<file path="src/rtl/smb_pkg.sv">
package smb_pkg;
  typedef enum logic [2:0] {
    S_IDLE, S_RX, S_RXACK, S_TX, S_TXACK, S_WAIT
  } smb_state_t;

  function automatic logic [7:0] crc8_step(input logic [7:0] c, input logic [7:0] d);
    logic [7:0] x;
    x = c ^ d;
    for (int i = 0; i < 8; i++)
      x = x[7] ? ((x << 1) ^ 8'h07) : (x << 1);
    return x;
  endfunction
endpackage

</file>
<file path="src/rtl/smb_line_filter.sv">
module smb_line_filter #(
  parameter int FILT_CYC = 4
) (
  input  logic clk,
  input  logic rst_n,
  input  logic line_i,
  output logic line_o
);
  localparam int CW = $clog2(FILT_CYC + 1);
  logic [1:0]    sync_q;
  logic [CW-1:0] cnt_q;

  always_ff @(posedge clk or negedge rst_n) begin
    if (!rst_n) begin
      sync_q <= 2'b11;
      cnt_q  <= '0;
      line_o <= 1'b1;
    end else begin
      sync_q <= {sync_q[0], line_i};
      if (sync_q[1] == line_o) cnt_q <= '0;
      else if (cnt_q == CW'(FILT_CYC - 1)) begin
        line_o <= sync_q[1];
        cnt_q  <= '0;
      end else cnt_q <= cnt_q + 1'b1;
    end
  end
endmodule

</file>
<file path="src/rtl/smb_bus_events.sv">
module smb_bus_events (
  input  logic clk,
  input  logic rst_n,
  input  logic scl,
  input  logic sda,
  output logic scl_rise,
  output logic scl_fall,
  output logic start_det,
  output logic stop_det
);
  logic scl_p, sda_p;

  always_ff @(posedge clk or negedge rst_n) begin
    if (!rst_n) begin
      scl_p <= 1'b1;
      sda_p <= 1'b1;
    end else begin
      scl_p <= scl;
      sda_p <= sda;
    end
  end

  assign scl_rise  = scl & ~scl_p;
  assign scl_fall  = ~scl & scl_p;
  assign start_det = scl & scl_p & sda_p & ~sda;
  assign stop_det  = scl & scl_p & ~sda_p & sda;
endmodule

</file>
<file path="src/rtl/smb_target.sv">
module smb_target
  import smb_pkg::*;
#(
  parameter logic [6:0] OWN_ADDR    = 7'h2A,
  parameter int         NUM_REGS    = 4,
  parameter int         FILT_CYC    = 4,
  parameter int         TIMEOUT_CYC = 8750000,
  localparam int        PTR_W       = (NUM_REGS > 1) ? $clog2(NUM_REGS) : 1
) (
  input  logic             clk,
  input  logic             rst_n,
  input  logic             scl_i,
  input  logic             sda_i,
  output logic             sda_oe,
  input  logic             pec_en,
  input  logic [PTR_W-1:0] rd_sel,
  output logic [7:0]       rd_data,
  input  logic             err_clr,
  output logic             err_pec,
  output logic             err_cmd,
  output logic             err_to
);
  localparam int TO_W = $clog2(TIMEOUT_CYC + 1);

  // line conditioning, one filter per wire
  logic [1:0] raw, filt;
  assign raw = {sda_i, scl_i};
  for (genvar g = 0; g < 2; g++) begin : g_filt
    smb_line_filter #(.FILT_CYC(FILT_CYC)) u_filt (
      .clk(clk), .rst_n(rst_n), .line_i(raw[g]), .line_o(filt[g]));
  end
  logic scl_f, sda_f;
  assign scl_f = filt[0];
  assign sda_f = filt[1];

  logic scl_rise, scl_fall, start_det, stop_det;
  smb_bus_events u_evt (
    .clk(clk), .rst_n(rst_n), .scl(scl_f), .sda(sda_f),
    .scl_rise(scl_rise), .scl_fall(scl_fall),
    .start_det(start_det), .stop_det(stop_det));

  smb_state_t       st;
  logic             busy, rd_act, cmd_ok, pec_sent, go_tx, mack;
  logic [3:0]       bitcnt;
  logic [2:0]       nbyte;
  logic [7:0]       shreg, txsh, crc, stage;
  logic [PTR_W-1:0] ptr;
  logic [TO_W-1:0]  to_cnt;
  logic             to_hit;

  // register file
  logic [7:0] regs [NUM_REGS];
  logic       commit;
  logic [7:0] commit_val;
  for (genvar g = 0; g < NUM_REGS; g++) begin : g_reg
    logic [7:0] q;
    always_ff @(posedge clk or negedge rst_n) begin
      if (!rst_n) q <= '0;
      else if (commit && ptr == PTR_W'(g)) q <= commit_val;
    end
    assign regs[g] = q;
  end
  assign rd_data = regs[rd_sel];

  // byte decision at the end of a received byte
  logic [7:0] crc_n;
  logic       dec_ack, dec_read, rx_done;
  assign crc_n = crc8_step(crc, shreg);
  always_comb begin
    dec_ack  = 1'b0;
    dec_read = 1'b0;
    case (nbyte)
      3'd0: begin dec_ack = (shreg[7:1] == OWN_ADDR); dec_read = shreg[0]; end
      3'd1: dec_ack = (int'(shreg) < NUM_REGS);
      3'd2: dec_ack = 1'b1;
      3'd3: dec_ack = pec_en && (crc_n == 8'h00);
      default: dec_ack = 1'b0;
    endcase
  end
  assign rx_done = (st == S_RX) && scl_fall && (bitcnt == 4'd8)
                   && !to_hit && !stop_det && !start_det;

  // end-of-message decision
  logic send_end, write_end, end_ok, crc_good;
  assign send_end   = (nbyte == (pec_en ? 3'd3 : 3'd2));
  assign write_end  = (nbyte == (pec_en ? 3'd4 : 3'd3));
  assign end_ok     = busy && !rd_act && cmd_ok && (send_end || write_end);
  assign crc_good   = !pec_en || (crc == 8'h00);
  assign commit     = stop_det && !to_hit && end_ok && crc_good;
  assign commit_val = write_end ? stage : 8'h00;

  // clock-low timeout
  assign to_hit = busy && !scl_f && (to_cnt == TO_W'(TIMEOUT_CYC));
  always_ff @(posedge clk or negedge rst_n) begin
    if (!rst_n) to_cnt <= '0;
    else if (!busy || scl_f) to_cnt <= '0;
    else if (to_cnt != TO_W'(TIMEOUT_CYC)) to_cnt <= to_cnt + 1'b1;
  end

  // sticky error flags, a new event wins over the clear
  always_ff @(posedge clk or negedge rst_n) begin
    if (!rst_n) begin
      err_pec <= 1'b0;
      err_cmd <= 1'b0;
      err_to  <= 1'b0;
    end else begin
      err_pec <= (err_pec & ~err_clr) | (stop_det && !to_hit && end_ok && !crc_good);
      err_cmd <= (err_cmd & ~err_clr) | (rx_done && nbyte == 3'd1 && !dec_ack);
      err_to  <= (err_to & ~err_clr) | to_hit;
    end
  end

  // transfer engine
  always_ff @(posedge clk or negedge rst_n) begin
    if (!rst_n) begin
      st <= S_IDLE; busy <= 1'b0; sda_oe <= 1'b0; rd_act <= 1'b0;
      cmd_ok <= 1'b0; pec_sent <= 1'b0; go_tx <= 1'b0; mack <= 1'b0;
      bitcnt <= '0; nbyte <= '0; shreg <= '0; txsh <= '0; crc <= '0;
      stage <= '0; ptr <= '0;
    end else if (to_hit || stop_det) begin
      st <= S_IDLE; busy <= 1'b0; sda_oe <= 1'b0;
    end else if (start_det) begin
      st <= S_RX; busy <= 1'b1; sda_oe <= 1'b0; bitcnt <= '0;
      nbyte <= '0; pec_sent <= 1'b0; rd_act <= 1'b0;
      if (!busy) begin crc <= '0; cmd_ok <= 1'b0; end
    end else begin
      case (st)
        S_RX: begin
          if (scl_rise && bitcnt != 4'd8) begin
            shreg  <= {shreg[6:0], sda_f};
            bitcnt <= bitcnt + 4'd1;
          end else if (rx_done) begin
            crc    <= crc_n;
            nbyte  <= (nbyte == 3'd7) ? nbyte : nbyte + 3'd1;
            sda_oe <= dec_ack;
            go_tx  <= dec_ack && nbyte == 3'd0 && dec_read;
            if (nbyte == 3'd1 && dec_ack) begin
              ptr    <= shreg[PTR_W-1:0];
              cmd_ok <= 1'b1;
            end
            if (nbyte == 3'd2) stage <= shreg;
            st <= dec_ack ? S_RXACK : S_WAIT;
          end
        end
        S_RXACK: if (scl_fall) begin
          bitcnt <= '0;
          if (go_tx) begin
            txsh   <= regs[ptr];
            crc    <= crc8_step(crc, regs[ptr]);
            sda_oe <= ~regs[ptr][7];
            rd_act <= 1'b1;
            st     <= S_TX;
          end else begin
            sda_oe <= 1'b0;
            st     <= S_RX;
          end
        end
        S_TX: if (scl_fall) begin
          if (bitcnt == 4'd7) begin
            sda_oe <= 1'b0;
            st     <= S_TXACK;
          end else begin
            txsh   <= txsh << 1;
            sda_oe <= ~txsh[6];
            bitcnt <= bitcnt + 4'd1;
          end
        end
        S_TXACK: begin
          if (scl_rise) mack <= !sda_f;
          else if (scl_fall) begin
            if (mack && pec_en && !pec_sent) begin
              txsh     <= crc;
              sda_oe   <= ~crc[7];
              pec_sent <= 1'b1;
              bitcnt   <= '0;
              st       <= S_TX;
            end else st <= S_WAIT;
          end
        end
        default: ;
      endcase
    end
  end
endmodule

</file>
<file path="config.mk">
export PLATFORM = sky130hd
export DESIGN_NAME = smb_target
export DESIGN_NICKNAME = d
export VERILOG_FILES = /design/src/rtl/smb_pkg.sv /design/src/rtl/smb_line_filter.sv /design/src/rtl/smb_bus_events.sv /design/src/rtl/smb_target.sv
export SDC_FILE = /design/constraint.sdc
export NUM_CORES = 1
export LEC_CHECK = 0
export CAP_MARGIN = 20
export CORE_MARGIN = 2
export CORE_UTILIZATION = 60
export CTS_CLUSTER_DIAMETER = 40
export DETAILED_ROUTE_END_ITERATION = 12
export GPL_TIMING_DRIVEN = 0
export PLACE_DENSITY = 0.82
export SYNTH_ARGS = -nofsm -noshare
export SYNTH_HDL_FRONTEND = slang
export SYNTH_SLANG_ARGS = --single-unit
</file>
<file path="constraint.sdc">
create_clock -name clk -period 2.99 [get_ports clk]
set_input_delay 0.598 -clock clk [delete_from_list [all_inputs] [get_ports clk]]
set_output_delay 0.598 -clock clk [all_outputs]
set_load 0.01 [all_outputs]
</file>
==> metrics.csv <==
stage;metric;value;unit
logic_synthesis;Synth top area share;0.418;
global_routing;first-pass GRT wire length;25800;um
global_routing;initial antenna violation count;0;
floorplan;Die X-Extent;111;um
placed_design;Placed Cells;763;
logic_synthesis;largest area contributor in the synthesized netlist;dfrtp_1;
clock_tree;Sink Count;123;
clock_tree;CTS Root Cell;clkbuf_16;
placed_design;quantity of I/O buffers inserted on ports;17;
placed_design;Place WS;0.0314;ns
route;First-pass DRT Iterations;5;
clock_tree;worst skew pair latency;0.42;ns
power;pwr/cell area;750;nW/um^2
critical_path;WP data required;2.39;ns
critical_path;reg2reg end;bitcnt[3];
route;DRC;0;
clock_tree;Post-CTS Setup Repair Bufs;0;
logic_synthesis;top post-synthesis cells by area;dfrtp_1 (42%), mux2_2 (9.6%), xnor2_1 (6.4%), mux4_2 (5.9%), dfstp_2 (3.1%);
timing;Final Skew;0.00869;ns
clock_tree;# resized after CTS;0;
floorplan;core footprint;11300;sq um
finish;final net count;659;
critical_path;family with the most delay on the worst path;buffers and inverters;
critical_path;Arr. time, crit path;2.25;ns
critical_path;CP Launch Type;input pin;
timing;final hold vios;0;
critical_path;R2R cell count;6;
floorplan;FP Rows;39;
floorplan;initial core utilization;0.608;
clock_tree;H-tree depth;4;
floorplan;# IOs;20;
floorplan;die area;12400;sq um
logic_synthesis;Seq/Total Area, Yosys;0.448;
clock_tree;CTS tree;done;
global_routing;vias in the first global route;5174;
logic_synthesis;syn nets;622;
timing;Final setup viols;0;
clock_tree;hold_buf cts;0;
logic_synthesis;most frequent cell after synthesis;dfrtp_1;
floorplan;chip height;111;um
finish;Final Non-Filler Cells;795;
critical_path;Crit. End Element;primary output;
critical_path;Reg2Reg Setup Slack;0.29;ns
run_status;status;complete, no violations;
placed_design;Final HPWL DP;10600;um
critical_path;crit path cell chain;clkbuf_1 > mux4_2 > clkdlybuf4s50_1;
timing;RSZ-0062 raised after global routing;no;
finish;Layout area overhead;13.5;%
min_path;Hold WC Path Type;input pin to asynchronous set/reset pin;
logic_synthesis;FF+latch count, synth;123;
clock_tree;number of CTS-inserted buffers;17;
timing;Slew Limit Fails;0;
route;DR vias;4902;
timing;Rel. slew slack;0.280;
critical_path;CP Class;input pin to primary output;
finish;Filler cells;777;
route;antenna viol nets, final;0;
global_routing;grt total ovfl;0;
critical_path;slowest CP cell;mux4_2;
logic_synthesis;Gate Count Post-Synth;602;
placed_design;RePlAce Congestion;0.923;
global_routing;largest net degree at the start of global routing;97;
global_routing;GRT Util Overall;0.265;
route;final WL;15500;um
route;Iter 0 DRT Violations;328;
logic_synthesis;Mapped Area;6890;sq um
flow_run;max-cap violation count;0;
timing;post-route setup slack;0.138;ns
critical_path;crit-path max FO;8;
logic_synthesis;Distinct cells, synth;76;
logic_synthesis;number of synthesized flops with an enable pin;0;
power;maximum vdd ir drop;0.349;mV
route;per-cell routed wire length;19.5;um
finish;share of cells above drive strength 1;0.227;
critical_path;max incr delay on CP;0.62;ns
clock_tree;CTS clk-pin slew, worst paths;0.06;ns
logic_synthesis;Async SR Flop Fraction;1.00;
critical_path;r2r startpoint;g_filt[0].u_filt.line_o;
timing;fin crit period;2.85;ns
timing;Fin Setup TNS;0;ns
logic_synthesis;Yosys Warn Count;0;
logic_synthesis;syn_area_per_cell;11.4;sq um
timing;share of the clock period used by the worst path;0.954;
finish;ant diodes;0;
timing;Worst Tran Pin Value;1.08;ns
clock_tree;CTS Buffer Depth;2;
route;vias per cell;6.17;
critical_path;CP Buf/Inv Count;2;
power;P_leak;0.00328;uW
logic_synthesis;leading cell types by count after synthesis;dfrtp_1 (115), mux2_2 (59), xnor2_1 (50);
timing;fmax;351;MHz
logic_synthesis;Top FF cell, synth;dfrtp_1;
[logic make-up (layout without fill, tap and decap cells)]
family / after synthesis / in the layout / synth area share
AO/OA/AOI/OAI: 86 / 86 / 0.0816
adder cells (fa/ha/maj): 12 / 12 / 0.0218
XOR/XNOR: 72 / 72 / 0.0968
AND/OR/NAND/NOR: 176 / 176 / 0.154
buffers and inverters: 46 / 96 / 0.0269
flip-flops: 123 / 123 / 0.448
multiplexers: 87 / 87 / 0.170
[registers in the layout, summed over array words and instances, names as in the netlist, 2 cells and up]
| register | cells |
|---|---|
| g.q | 32 |
| to_cnt | 24 |
| crc | 8 |
| shreg | 8 |
| stage | 8 |
| txsh | 7 |
| g_filt.u_filt.cnt_q | 6 |
| bitcnt | 4 |
| g_filt.u_filt.sync_q | 4 |
| nbyte | 3 |
| st | 3 |
| g_filt.u_filt.line_o | 2 |
| ptr | 2 |
[area by class of cell]
type	instances	area (sq um)	share of cell area
multi-input cells	433	3610	0.462
flip-flops and latches	123	3090	0.395
clock buffers	17	425	0.0544
repair buffers	18	199	0.0254
well taps	143	179	0.0229
clock inverters	15	128	0.0163
inverters	27	101	0.0130
plain buffers	19	83.8	0.0107
[metrics by stage]
| step | util | total power, uW | hold slack, ns | cell area, sq um |
|---|---|---|---|---|
| floorplan | - | 3460 | 0.302 | 6890 |
| global placement | 0.639 | 3830 | 0.346 | 7240 |
| detailed placement | 0.642 | 3920 | 0.349 | 7260 |
| CTS | 0.691 | 5850 | 0.0500 | 7820 |
| global route | 0.691 | 6160 | 0.0595 | 7820 |
| finish | 0.691 | 5860 | 0.0420 | 7820 |
[power by group]
part	switching, uW	internal (uW)
sequential	260	1900
clock	772	1140
combinational	1050	750
[worst max-delay path by stage]
stage / start / slack (ns) / cells past startpoint / to
floorplan: rd_sel[0] / 0.78 / 2 / rd_data[0]
global placement: rst_n / -3.25 / 1 / g_reg[2].q[4]
detailed placement: pec_en / 0.03 / 6 / g_reg[2].q[2]
CTS: rd_sel[0] / 0.08 / 3 / rd_data[7]
global route: rd_sel[0] / 0.03 / 3 / rd_data[7]
finish: rd_sel[0] / 0.14 / 3 / rd_data[0]
[routing by layer]
metal	track usage	vias to the layer above	wire [um]
li1	-	2245	-
met1	0.330	2508	6590
met2	0.448	123	7970
met3	0.0678	26	699
met4	0.103	0	256
met5	0	-	0
[placed cells by master (no fill, tap or decap), drive strengths merged, types with 3 or more instances in the layout]
master,instances
clkbuf,30
nand2b,5
nand2,30
buf,8
or4,4
inv,28
nand3b,4
nor3,11
and3,3
nand3,22
o31ai,3
dfrtp,115
nor2,42
or3,5
mux2i,7
and4,3
and4b,3
o22ai,4
ha,12
mux4,18
xnor2,53
clkinv,11
nand4,6
mux2,62
xor2,18
a31oi,3
dfstp,8
clkdlybuf4s50,16
a21boi,3
o221ai,4
nor3b,8
a21oi,19
and2,3
o21ai,29
nor2b,17
Power figures use the tool's default switching activity.
